### src/rtl/pairld_pkg.sv
package pairld_pkg;

    localparam int IW        = 32;
    localparam int REG_W     = 5;
    localparam int IMM_W     = 7;
    localparam int OFF_SHIFT = 4;
    localparam int CLS_W     = 10;

    localparam logic [CLS_W-1:0] PAT_POST = 10'b1110110011;
    localparam logic [CLS_W-1:0] PAT_PRE  = 10'b1110110111;
    localparam logic [CLS_W-1:0] PAT_OFF  = 10'b1110110101;

    typedef enum logic [1:0] {
        CLS_POST = 2'd0,
        CLS_PRE  = 2'd1,
        CLS_OFF  = 2'd2,
        CLS_NONE = 2'd3
    } cls_e;

    typedef enum logic [1:0] {
        OVL_UNDEF = 2'd0,
        OVL_NOP   = 2'd1,
        OVL_FILL  = 2'd2,
        OVL_RSVD  = 2'd3
    } ovl_e;

    typedef enum logic [1:0] {
        ST_IDLE = 2'd0,
        ST_REQ  = 2'd1,
        ST_WAIT = 2'd2,
        ST_WB   = 2'd3
    } st_e;

    typedef struct packed {
        cls_e             cls;
        logic [IMM_W-1:0] imm;
        logic [REG_W-1:0] rt2;
        logic [REG_W-1:0] rn;
        logic [REG_W-1:0] rt;
    } dec_t;

endpackage

### src/rtl/pairld_decode.sv
module pairld_decode
    import pairld_pkg::*;
(
    input  logic [IW-1:0] word_i,
    output dec_t          dec_o
);
    logic [CLS_W-1:0] top_bits;

    assign top_bits = word_i[IW-1 -: CLS_W];

    always_comb begin
        dec_o.imm = word_i[21:15];
        dec_o.rt2 = word_i[14:10];
        dec_o.rn  = word_i[9:5];
        dec_o.rt  = word_i[4:0];
        unique case (top_bits)
            PAT_POST: dec_o.cls = CLS_POST;
            PAT_PRE:  dec_o.cls = CLS_PRE;
            PAT_OFF:  dec_o.cls = CLS_OFF;
            default:  dec_o.cls = CLS_NONE;
        endcase
    end
endmodule

### src/rtl/pairld_agen.sv
module pairld_agen
    import pairld_pkg::*;
#(
    parameter int AW = 64
) (
    input  cls_e             cls_i,
    input  logic [IMM_W-1:0] imm_i,
    input  logic [AW-1:0]    base_i,
    output logic [AW-1:0]    acc_addr_o,
    output logic [AW-1:0]    upd_addr_o,
    output logic             upd_en_o
);
    localparam int EXT_W = AW - IMM_W;

    logic [AW-1:0] imm_sext;
    logic [AW-1:0] byte_off;
    logic [AW-1:0] summed;

    assign imm_sext   = {{EXT_W{imm_i[IMM_W-1]}}, imm_i};
    assign byte_off   = imm_sext << OFF_SHIFT;
    assign summed     = base_i + byte_off;
    assign acc_addr_o = (cls_i == CLS_POST) ? base_i : summed;
    assign upd_addr_o = summed;
    assign upd_en_o   = (cls_i == CLS_POST) || (cls_i == CLS_PRE);
endmodule

### src/rtl/pairld_split.sv
module pairld_split #(
    parameter int           VW       = 128,
    parameter logic [VW-1:0] FILL_PAT = {(VW/8){8'hE5}}
) (
    input  logic [2*VW-1:0] data_i,
    input  logic            be_i,
    input  logic            fill_i,
    output logic [VW-1:0]   first_o,
    output logic [VW-1:0]   second_o
);
    logic [VW-1:0] lo_half;
    logic [VW-1:0] hi_half;

    assign lo_half = data_i[VW-1:0];
    assign hi_half = data_i[2*VW-1:VW];

    always_comb begin
        if (fill_i) begin
            first_o  = FILL_PAT;
            second_o = FILL_PAT;
        end else if (be_i) begin
            first_o  = hi_half;
            second_o = lo_half;
        end else begin
            first_o  = lo_half;
            second_o = hi_half;
        end
    end
endmodule

### src/rtl/pairld_seq.sv
module pairld_seq
    import pairld_pkg::*;
#(
    parameter int            AW        = 64,
    parameter int            VW        = 128,
    parameter int            ALIGN_LSB = 4,
    parameter logic [VW-1:0] FILL_PAT  = {(VW/8){8'hE5}}
) (
    input  logic              clk,
    input  logic              rst_n,
    input  logic              ins_valid,
    input  logic [IW-1:0]     ins_word,
    output logic              ins_ready,
    input  logic              big_endian,
    input  logic [1:0]        ovl_mode,
    output logic [REG_W-1:0]  gpr_raddr,
    input  logic [AW-1:0]     gpr_rdata,
    input  logic [AW-1:0]     sp_rdata,
    output logic              mem_req_valid,
    input  logic              mem_req_ready,
    output logic [AW-1:0]     mem_req_addr,
    input  logic              mem_rsp_valid,
    input  logic [2*VW-1:0]   mem_rsp_data,
    output logic              vwr0_en,
    output logic [REG_W-1:0]  vwr0_idx,
    output logic [VW-1:0]     vwr0_data,
    output logic              vwr1_en,
    output logic [REG_W-1:0]  vwr1_idx,
    output logic [VW-1:0]     vwr1_data,
    output logic              wb_en,
    output logic              wb_to_sp,
    output logic [REG_W-1:0]  wb_idx,
    output logic [AW-1:0]     wb_data,
    output logic              undef_o,
    output logic              align_fault_o
);
    localparam int               DW     = 2 * VW;
    localparam logic [REG_W-1:0] SP_IDX = {REG_W{1'b1}};

    typedef struct packed {
        st_e              st;
        logic [AW-1:0]    acc_addr;
        logic [AW-1:0]    upd_addr;
        logic             upd_en;
        logic             use_sp;
        logic [REG_W-1:0] rn;
        logic [REG_W-1:0] rt;
        logic [REG_W-1:0] rt2;
        logic             fill;
        logic             be;
        logic [DW-1:0]    data;
        logic             undef;
        logic             fault;
    } seq_t;

    seq_t q, d;

    dec_t          dec;
    logic [AW-1:0] base_val;
    logic [AW-1:0] acc_addr;
    logic [AW-1:0] upd_addr;
    logic          upd_en;
    logic          is_sp;
    logic          overlap;
    logic          misaligned;
    ovl_e          pol;
    logic [VW-1:0] first_half;
    logic [VW-1:0] second_half;

    pairld_decode u_dec (
        .word_i (ins_word),
        .dec_o  (dec)
    );

    assign gpr_raddr = dec.rn;
    assign is_sp     = (dec.rn == SP_IDX);
    assign base_val  = is_sp ? sp_rdata : gpr_rdata;
    assign overlap   = (dec.rt == dec.rt2);
    assign misaligned = is_sp && (sp_rdata[ALIGN_LSB-1:0] != '0);
    assign pol       = ovl_e'(ovl_mode);

    pairld_agen #(.AW(AW)) u_agen (
        .cls_i      (dec.cls),
        .imm_i      (dec.imm),
        .base_i     (base_val),
        .acc_addr_o (acc_addr),
        .upd_addr_o (upd_addr),
        .upd_en_o   (upd_en)
    );

    pairld_split #(.VW(VW), .FILL_PAT(FILL_PAT)) u_split (
        .data_i   (q.data),
        .be_i     (q.be),
        .fill_i   (q.fill),
        .first_o  (first_half),
        .second_o (second_half)
    );

    always_comb begin
        d       = q;
        d.undef = 1'b0;
        d.fault = 1'b0;
        unique case (q.st)
            ST_IDLE: begin
                if (ins_valid) begin
                    if (dec.cls == CLS_NONE) begin
                        d.undef = 1'b1;
                    end else if (overlap && (pol == OVL_UNDEF || pol == OVL_RSVD)) begin
                        d.undef = 1'b1;
                    end else if (overlap && pol == OVL_NOP) begin
                        d.st = ST_IDLE;
                    end else if (misaligned) begin
                        d.fault = 1'b1;
                    end else begin
                        d.st       = ST_REQ;
                        d.acc_addr = acc_addr;
                        d.upd_addr = upd_addr;
                        d.upd_en   = upd_en;
                        d.use_sp   = is_sp;
                        d.rn       = dec.rn;
                        d.rt       = dec.rt;
                        d.rt2      = dec.rt2;
                        d.fill     = overlap;
                        d.be       = big_endian;
                    end
                end
            end
            ST_REQ: begin
                if (mem_req_ready) d.st = ST_WAIT;
            end
            ST_WAIT: begin
                if (mem_rsp_valid) begin
                    d.st   = ST_WB;
                    d.data = mem_rsp_data;
                end
            end
            ST_WB: begin
                d.st = ST_IDLE;
            end
            default: d.st = ST_IDLE;
        endcase
    end

    always_ff @(posedge clk) begin
        if (!rst_n) begin
            q <= '0;
        end else begin
            q <= d;
        end
    end

    assign ins_ready     = (q.st == ST_IDLE);
    assign mem_req_valid = (q.st == ST_REQ);
    assign mem_req_addr  = q.acc_addr;
    assign vwr0_en       = (q.st == ST_WB);
    assign vwr0_idx      = q.rt;
    assign vwr0_data     = first_half;
    assign vwr1_en       = (q.st == ST_WB) && !q.fill;
    assign vwr1_idx      = q.rt2;
    assign vwr1_data     = second_half;
    assign wb_en         = (q.st == ST_WB) && q.upd_en;
    assign wb_to_sp      = q.use_sp;
    assign wb_idx        = q.rn;
    assign wb_data       = q.upd_addr;
    assign undef_o       = q.undef;
    assign align_fault_o = q.fault;
endmodule

### config.mk
export PLATFORM = sky130hd
export DESIGN_NAME = pairld_seq
export DESIGN_NICKNAME = d
export VERILOG_FILES = /design/src/rtl/pairld_pkg.sv /design/src/rtl/pairld_decode.sv /design/src/rtl/pairld_agen.sv /design/src/rtl/pairld_split.sv /design/src/rtl/pairld_seq.sv
export SDC_FILE = /design/constraint.sdc
export NUM_CORES = 1
export LEC_CHECK = 0
export BUFFER_PORTS_ARGS = -buffer_cell sky130_fd_sc_hd__buf_2
export CELL_PAD_IN_SITES_DETAIL_PLACEMENT = 0
export CELL_PAD_IN_SITES_GLOBAL_PLACEMENT = 1
export CORE_AREA = 2 2 329 331
export DETAILED_ROUTE_END_ITERATION = 6
export DIE_AREA = 0 0 331 333
export GPL_TIMING_DRIVEN = 0
export HOLD_SLACK_MARGIN = 0.02
export PLACE_DENSITY = 0.59
export SYNTH_ARGS = -nofsm -noshare
export SYNTH_HDL_FRONTEND = slang
export SYNTH_SLANG_ARGS = --single-unit
### constraint.sdc
create_clock -name clk -period 6.1 [get_ports clk]
set_clock_uncertainty 0.1 [all_clocks]
set_input_delay 1.22 -clock clk [delete_from_list [all_inputs] [get_ports clk]]
set_output_delay 1.22 -clock clk [all_outputs]
set_load 0.005 [all_outputs]
==> impl_metrics.toml <==
[timing]
final.hold.worst_slack_ns = 0.355
max_slew_margin_pct = 4.04
layout_min_cycle_time_ns = 5.82
setup_viol = 0
hold_violations = 0
fmax_mhz = 172
finalCritPeriodShare_pct = 95.4
rsz0062_at_grt = "no"
slew_viol_final = 0
worst_pin_slew_ns = 1.43
final.setup.worst_slack_ns = 0.278

[clocking]
root_buffer = "clkbuf_16"
htree_levels = 2
numClockSinks = 403
cts_tree = "done"
clk_path_buf_depth = 3
clk_latency_ns = 0.68
numCtsBuffers = 52
clk_pin_slew_ns = 0.05
ctsHoldBuffers = 0

[worst_setup_path]
worst-setup-path-type = "input port to flip-flop"
cp.arrival_ns = 6.25
worstPathMaxFanout = 10
endpoint_kind = "flip-flop"
critPathRequiredTime_ns = 6.53
regToRegEndpoint = "wb_data[53]$_SDFFE_PN0P_"
cp-start-kind = "input port"
r2r_slack_ns = 2.75
reg2reg_from = "q[405]$_SDFFE_PN0P_"
reg2reg_depth = 8

[floorplanning]
die_width_um = 331
ios = 836
start_util_pct = 23.0
die-area_um2 = 110000
dieHeight_um = 333
rows = 120
coreArea_um2 = 107000

[final_layout]
post-route-util_pct = 30.3
final_cell_count_no_fill = 5729
drive_gt1_share_pct = 25.9
nets = 4755
design_area_um2 = 32300
area_delta_synth_final_pct = 32.1
nFillCells = 12128

[grt]
grt_pass1_vias = 26934
track_usage_pct = 26.0
grt_overflow_total = 0
grt_pass1_wl_um = 204000
grt_max_degree = 64
antenna_found_initial = 54

[logic_synthesis]
ys_types = 71
async_flop_share_pct = 0
synth_area_per_cell_um2 = 7.27
synth-edff-count = 0
syn_area_um2 = 24500
ys_seq_area_share_pct = 33.0
synth_top_flop_cell = "dfxtp_1"
synth_area_leaders = "dfxtp_1 33%, nand2_1 14%, a21oi_1 8.4%, a211o_1 5.8%, buf_4 4.6%"
synth_top_area_share_pct = 33.0
synth_seq_cells = 403
syn_inst = 3369
ys_warn_count = 0
syn_nets = 3865
synth_top_area_cell = "dfxtp_1"

[power_and_ir_drop]
p_leak_nw = 15.8
peakVddDrop_mv = 0.197
cellPowerDensity_nw_per_um2 = 219

[routing]
dr_total_vias = 28000
wirelength_um = 150000
wl_per_cell_um = 26.2
first_pass_iters = 5
drt_iter0_markers = 1944
drt.antenna.violating_nets = 0
drc_errors = 0
via_per_inst = 4.89

[placement]
dpl.hpwl_um = 122000
pre_cts_slack_ns = -1.64
place_inst = 5608
post_dp_cell_area_um2 = 30400
gp_congestion = 0.930
portBuffers = 835

[hold_path]
hold_class = "flip-flop to flip-flop"
whs_path_depth = 2
hold_start = "wb_idx[2]$_SDFFE_PN0P_"
holdPathEnd = "wb_idx[2]$_SDFFE_PN0P_"

[run]
cap_violations = 0

[run_status]
status = "completed"
==> placed cells by master, fill, tap and decap left out, drive strengths merged, types with 4 or more instances in the layout <==
cell type,Yosys,final
a2111oi,10,10
a211o,162,162
a211oi,17,17
a21boi,4,4
a21o,42,42
a21oi,410,410
a221oi,4,4
a311oi,11,11
a31oi,19,19
and2,19,19
and3,5,5
buf,198,1032
bufinv,0,5
clkbuf,211,290
clkinv,1,8
dfxtp,403,403
diode,0,28
ha,71,71
inv,25,27
mux2i,112,112
nand2,919,919
nand2b,8,8
nand3,33,33
nand4,28,28
nand4b,4,4
nor2,200,200
nor2b,165,165
nor3,21,21
nor4,6,6
o211a,7,7
o211ai,27,27
o21a,12,12
o21ai,96,96
o21bai,6,6
o31ai,5,5
or2,4,4
or3,10,10
xnor2,33,33
xor2,24,24
==> report_power, final <==
part | total, W | switching (W) | internal [W]
registers | 0.00266 | 0.0000112 | 0.00265
clock network | 0.00332 | 0.00138 | 0.00194
logic | 0.00108 | 0.000708 | 0.000374
==> logic make-up (layout without fill, tap and decap cells) <==
logic type / Yosys count / count (layout) / synth area share [%]
muxes: 113 / 113 / 4.63
xor gates and xnor gates: 57 / 57 / 2.04
buffers and inverters: 435 / 1364 / 9.05
other: 0 / 28 / 0
AOI/OAI and AO/OA: 861 / 861 / 22.7
DFF: 403 / 403 / 33.0
adders and majority gates: 72 / 72 / 3.71
and+or+nand+nor: 1428 / 1428 / 24.9
==> synthesized netlist by cell type (7+ instances only) <==
| master | count |
|---|---|
| a311oi_1 | 10 |
| nor3_1 | 21 |
| o21a_1 | 12 |
| buf_4 | 150 |
| nand4_1 | 28 |
| a211oi_1 | 17 |
| a21oi_1 | 410 |
| xnor2_1 | 33 |
| mux2i_1 | 112 |
| a21o_1 | 42 |
| buf_2 | 14 |
| o211ai_1 | 26 |
| nand3_1 | 33 |
| inv_1 | 25 |
| nor2_1 | 200 |
| clkbuf_1 | 210 |
| and2_1 | 19 |
| nand2b_1 | 8 |
| o21ai_0 | 88 |
| dfxtp_1 | 403 |
| a31oi_1 | 19 |
| o211a_1 | 7 |
| a211o_1 | 162 |
| xor2_1 | 24 |
| ha_1 | 71 |
| or3_1 | 10 |
| buf_1 | 34 |
| nor2b_1 | 165 |
| nand2_1 | 919 |
==> per-stage QoR <==
stage               TNS [ns]  power (W)
detailed placement    -94.25    0.00378
floorplan                  0    0.00329
global placement      -98.47    0.00379
finish                     0    0.00707
CTS                        0    0.00712
global route               0    0.00731
==> layout make-up <==
| type | instances | area [um2] | share of cell area, % |
|---|---|---|---|
| sequential | 403 | 8070 | 25.0 |
| inverter | 26 | 98.8 | 0.306 |
| buffer | 409 | 2140 | 6.61 |
| timing repair buffer | 836 | 4190 | 13.0 |
| tap | 1403 | 1760 | 5.43 |
| multi-input combinational | 2531 | 14200 | 43.9 |
| antenna | 28 | 70.1 | 0.217 |
| clock inverter | 15 | 285 | 0.882 |
| clock buffer | 78 | 1520 | 4.70 |
==> worst max-delay path by stage <==
stage                                    end  slack, ns   startpoint
4_1_cts        mem_req_addr[55]$_SDFFE_PN0P_       0.01  ins_word[9]
6_report       mem_req_addr[55]$_SDFFE_PN0P_       0.28  ins_word[6]
5_1_grt        mem_req_addr[61]$_SDFFE_PN0P_       0.07  ins_word[6]
3_3_place_gp        wb_data[55]$_SDFFE_PN0P_      -1.71  ins_word[6]
2_1_floorplan  mem_req_addr[63]$_SDFFE_PN0P_       1.06  ins_word[6]
3_5_place_dp        wb_data[55]$_SDFFE_PN0P_      -1.64  ins_word[6]
==> metal layers <==
layer / vias to the layer above / share of wire [%] / GRT usage, % / wire length, um
met5: - / 0.16 / 0 / 234
met4: 36 / 3.5 / 8.77 / 5300
met3: 248 / 7.5 / 6.12 / 11300
met2: 1094 / 47 / 44.2 / 71000
met1: 13447 / 41 / 32.0 / 62300
li1: 13175 / - / - / -
==> worst max-delay path, stage by stage <==
cell      delay (ns)
buf_2           0.13
and3_1          0.17
nand3_1         0.23
clkinv_2        0.39
clkbuf_2        0.48
clkbuf_2        0.38
nand2_1         0.13
nand2_1         0.15
ha_1            0.41
a21oi_1         0.38
o21bai_1        0.12
a21oi_1         0.27
nand2_1         0.15
nor4_1          0.50
o21ai_1         0.24
a21boi_0        0.55
mux2i_1         0.26
a21oi_1         0.08
==> sequential cells by signal, summed over array words and instances, names as in the netlist <==
name / cells
wb_idx: 5
wb_to_sp: 1
vwr0_idx: 5
q: 261
wb_data: 60
vwr1_idx: 5
mem_req_addr: 64
align_fault_o: 1
undef_o: 1
==> what timing repair did <==
action                     4_1_cts  5_1_grt
setup buffers                    0        0
gates resized for setup          9        5
setup endpoints to repair       78       11
(Power assumes the default switching activity.)
